--- src/rtl/fwd_unit.sv ---
module fwd_unit #(
  parameter int RW = 5,
  parameter int DW = 32
) (
  input  logic [RW-1:0] src_a,
  input  logic [RW-1:0] src_b,
  input  logic [RW-1:0] mem_rd,
  input  logic          mem_we,
  input  logic [RW-1:0] wb_rd,
  input  logic          wb_we,
  input  logic [DW-1:0] rf_a,
  input  logic [DW-1:0] rf_b,
  input  logic [DW-1:0] mem_res,
  input  logic [DW-1:0] wb_res,
  output logic [1:0]    sel_a,
  output logic [1:0]    sel_b,
  output logic [DW-1:0] opnd_a,
  output logic [DW-1:0] opnd_b
);
  localparam logic [1:0] SEL_RF  = 2'b00;
  localparam logic [1:0] SEL_WB  = 2'b01;
  localparam logic [1:0] SEL_MEM = 2'b10;
  localparam logic [RW-1:0] ZERO = '0;

  logic mem_live, wb_live;
  assign mem_live = mem_we && (mem_rd != ZERO);
  assign wb_live  = wb_we  && (wb_rd  != ZERO);

  function automatic logic [1:0] pick(input logic [RW-1:0] src,
                                      input logic m_live, input logic [RW-1:0] m_rd,
                                      input logic w_live, input logic [RW-1:0] w_rd);
    if (m_live && (m_rd == src))      return SEL_MEM;
    else if (w_live && (w_rd == src)) return SEL_WB;
    else                              return SEL_RF;
  endfunction

  function automatic logic [DW-1:0] route(input logic [1:0] s, input logic [DW-1:0] rf,
                                          input logic [DW-1:0] m, input logic [DW-1:0] w);
    case (s)
      SEL_MEM: return m;
      SEL_WB:  return w;
      default: return rf;
    endcase
  endfunction

  assign sel_a  = pick(src_a, mem_live, mem_rd, wb_live, wb_rd);
  assign sel_b  = pick(src_b, mem_live, mem_rd, wb_live, wb_rd);
  assign opnd_a = route(sel_a, rf_a, mem_res, wb_res);
  assign opnd_b = route(sel_b, rf_b, mem_res, wb_res);
endmodule

--- config.mk ---
export PLATFORM = sky130hd
export DESIGN_NAME = fwd_unit
export DESIGN_NICKNAME = d
export VERILOG_FILES = /design/src/rtl/fwd_unit.sv
export SDC_FILE = /design/constraint.sdc
export NUM_CORES = 1
export LEC_CHECK = 0
export BUFFER_PORTS_ARGS = -buffer_cell sky130_fd_sc_hd__buf_2
export CORE_MARGIN = 10
export CORE_UTILIZATION = 35
export DETAILED_ROUTE_END_ITERATION = 16
export PLACE_DENSITY = 0.86
export SYNTH_ARGS = -nofsm -noshare
export SYNTH_HDL_FRONTEND = slang
export SYNTH_SLANG_ARGS = --single-unit
--- constraint.sdc ---
create_clock -name vclk -period 1.34
set_input_delay 0 -clock vclk [all_inputs]
set_output_delay 0 -clock vclk [all_outputs]
set_load 0.02 [all_outputs]
Yosys cells after proc, flatten, opt, wreduce, memory -nomap -nowiden
Index checks and enable logic that the tools add are counted.
{"block": "totals", "regBits": 0, "latchBits": 0, "ram_bits": 0, "romBits": 0, "input_bits": 150, "wordCells": 22, "memories": 0}
{"block": "classes", "add_sub_neg": 0, "multipliers": 0, "n_div": 0, "magnitude_cmp": 0, "eq_ne": 8, "shifts": 0, "mux": 6, "n_bitwise": 0, "reduce_logical": 8}
{"op": "case mux 32 bit (2 select lines)", "count": 2}
{"op": "== test 5 bit", "count": 4}
{"op": "nonzero test 5 bit", "count": 2}
{"op": "logical AND 1 bit", "count": 6}
{"op": "== test 2 x 1 -> 1 bit, second input constant", "count": 2}
{"op": "== test 2 bit, second input constant", "count": 2}
{"op": "2-to-1 mux 2 bit", "count": 2}
{"op": "2-to-1 mux 1 bit", "count": 2}

Longest topological paths before layout
{"block": "depth", "word_depth": 7, "ltp_mapped": 6, "ltp_nobuf": 5}

Worst setup path after synthesis
Ideal clock, no wire load.
{"block": "synth_timing", "path_kind": "input-to-output", "from": "input mem_rd[1]", "to": "output sel_a[0]", "arrival_ns": 1.602, "required_time_ns": 1.340, "path_slack_ns": -0.262, "cell_stages": 6, "n_path_buf": 1, "cell_sequence": "or4_4 -> o211ai_2 -> or2_1 -> buf_2 -> inv_2 -> nor4_2"}
{"block": "synth_via", "elab_chain_len": 4}
{"element": "start, declared", "line_no": "7", "text": "input logic [RW-1:0] mem_rd,"}
{"element": "nonzero test 5 bit", "line_no": "26", "text": "assign mem_live = mem_we && (mem_rd != ZERO);"}
{"element": "logical AND 1 bit", "line_no": "26"}
{"element": "logical AND 1 bit (*)", "line_no": "32", "text": "if (m_live && (m_rd == src)) return SEL_MEM;"}
{"element": "2-to-1 mux 2 bit (*)", "line_no": "32"}
{"element": "end, declared", "line_no": "15", "text": "output logic [1:0] sel_a,"}
Mark *: on every way between the ends. The rest lies on a longest branch, timed or not.

Worst setup path in the final report
{"block": "layout_timing", "from": "input wb_rd[2]", "to": "output opnd_a[31]"}
{"block": "layout_via", "elab_chain_len": 7}
{"element": "start, declared", "line_no": "9", "text": "input logic [RW-1:0] wb_rd,"}
{"element": "nonzero test 5 bit", "line_no": "27", "text": "assign wb_live = wb_we && (wb_rd != ZERO);"}
{"element": "logical AND 1 bit", "line_no": "27"}
{"element": "logical AND 1 bit (*)", "line_no": "33", "text": "else if (w_live && (w_rd == src)) return SEL_WB;"}
{"element": "2-to-1 mux 1 bit (*)", "line_no": "33"}
{"element": "2-to-1 mux 2 bit (*)", "line_no": "32"}
{"element": "== test 2 x 1 -> 1 bit or == test 2 bit (tied branches)", "line_no": "39", "text": "case (s)"}
{"element": "case mux 32 bit (2 select lines) (*)", "line_no": "39"}
{"element": "end, declared", "line_no": "17", "text": "output logic [DW-1:0] opnd_a,"}
Marked as above.

==> results.toml <==
[timing]
tightestPinTransition_ps = 497
setup_slack_ps = -339
finalHoldViolCount = 0
max_freq_mhz = 596
layout_min_cycle_time_ps = 1680
setup_violations = 68
fin_crit_sh_pct = 125
final_max_slew_viol_count = 0
hold_ws_ps = 380
maxSlewHeadroom_pct = 66.9
rsz0062_at_grt = "yes"

[floorplanning]
start_util_pct = 36.5
design.core.area_um2 = 6030
ios = 218
die_area_um2 = 9850
die_w_um = 99.3
die_h_um = 99.3
rows = 28

[cells_and_area]
drive_gt1_share_pct = 68.2
nets = 747
fin_cells = 671
design_area_um2 = 5110
area_growth_syn_to_layout_pct = 132
regArea_um2 = 0
nClkBuffers = 0
seq_cell_count = 0

[yosys]
yosys_warnings = 0
syn_area_per_cell_um2 = 6.11
netlist_area_um2 = 2200
yosysTopAreaCell = "o31ai_1"
yosysSeqAreaShare_pct = 0
syn-num-nets = 510
syn_inst = 360
synth_area_leaders = "o31ai_1, nand4_1, a31oi_1"
synth_cell_types = 21
synth_top_area_share_pct = 21.9

[drt]
avgViaCountPerCell = 7.10
drt_wl_total_um = 18500
drt_iter0_drc = 541
routedWlPerCell_um = 27.6
first_pass_iters = 5
drc = 0
vias = 4764
drtAntennaViolNets = 0

[worst_hold_path]
hold_path_class = "input port to output port"

[setup_path]
cp.required_ps = 1340
start_kind = "input port"
endpoint_kind = "output port"
crit_fanout = 7
critPathBufInv = 4
critPathTopFamily = "buffers and inverters"
cp.arrival_ps = 1680
slowest_delay_ps = 550
crit_chain = "buf_6, or4_4, o21ai_4, buf_12, clkbuf_16, o31ai_4, a31oi_2, buf_4"
slowest_stage = "or4_4"
crit_type = "input port to output port"

[placement]
place_hpwl_um = 11900
portBuffers = 218
gp_congestion = 0.948
dpl.cell_count = 653
dpl_cell_area_um2 = 4170
dp_slack_ps = -313

[clock_tree]
ctsHoldBuffers = 0

[global_route]
grt_overflow = 0
gr-usage-all-layers_pct = 29.1
grt_pass1_wl_um = 24300
antenna_found_initial = 1
grt_max_degree = 35
grt_pass1_vias = 4569

[run_status]
status = "finished with violations"
violations = "setup timing"

[flow_run]
max_cap_viol_count = 0

[power_and_ir_drop]
cellLeakagePower_nw = 1.96
ir_drop_mv = 0.282
p_per_area_nw_per_um2 = 428
## layout by cell type (no fill, tap or decap), drive strengths merged
master and instances:
o211ai 2, buf 288, xnor2 10, o21ai 1, o31ai 64, nand4 66, or4 2, xor2 10
inv 2, nor2 2, diode 1, or3 2, nor3 66, or2 4, clkbuf 9, o21a 1
a31oi 64, nor4 2
## Yosys cell counts (4+ instances only)
cell	instances
xnor2_1	10
a31oi_1	64
clkbuf_1	42
nor3_1	66
o31ai_1	64
buf_2	14
xor2_1	10
nand4_1	66
buf_4	4
## report_power, final
part / internal (mW) / switching [mW] / total, mW / leakage, nW
Sequential: 0 / 0 / 0 / 0
Clock: 0.0000000997 / 0 / 0.0000000998 / 0.00000634
Combinational: 0.937 / 1.25 / 2.19 / 1.96
## logic make-up (layout without fill, tap and decap cells)
logic type	after synthesis	count (layout)	synth area share [%]
other	0	1	0
AND/OR/NAND/NOR	144	144	37.8
AO/OA/AOI/OAI	132	132	41.8
buffers and inverters	64	299	12.4
XOR/XNOR	20	20	7.97
## path summary, 6_finish.rpt
| kind | start | endpoint | depth (start not counted) |
|---|---|---|---|
| setup / recovery | wb_rd[2] | opnd_a[31] | 8 |
| hold / removal | rf_b[7] | opnd_b[7] | 4 |
## layout make-up
class / instances / area [um2]
timing repair buffer: 297 / 2300
tap: 75 / 93.8
inverter: 2 / 12.5
fill: 357 / 920
multi-input combinational: 296 / 2700
antenna: 1 / 2.50
## metal layers
layer / vias up / share of wire (%) / global-route usage, % / wire length (um)
li1: 1984 / - / - / -
met1: 2119 / 33 / 31.0 / 6070
met2: 516 / 47 / 51.5 / 8790
met3: 145 / 13 / 8.65 / 2370
met4: 0 / 7.0 / 13.3 / 1290
met5: - / 0 / 0 / 0
## per-stage QoR
step / TNS (ps) / utilization [%] / power (mW)
floorplan: -6030 / - / 0.883
global placement: -16430 / 69.2 / 1.68
detailed placement: -17880 / 69.2 / 1.72
CTS: -16660 / 73.0 / 1.82
global route: -22040 / 84.7 / 2.25
finish: -19280 / 84.7 / 2.19
## repair_timing
action | in CTS | in global routing
resized for setup | 62 | 93
endpoints found under the setup margin | 68 | 68
gates cloned | 0 | 11
setup buffers | 2 | 4
pin swaps | 7 | 39
(Power assumes the default switching activity.)
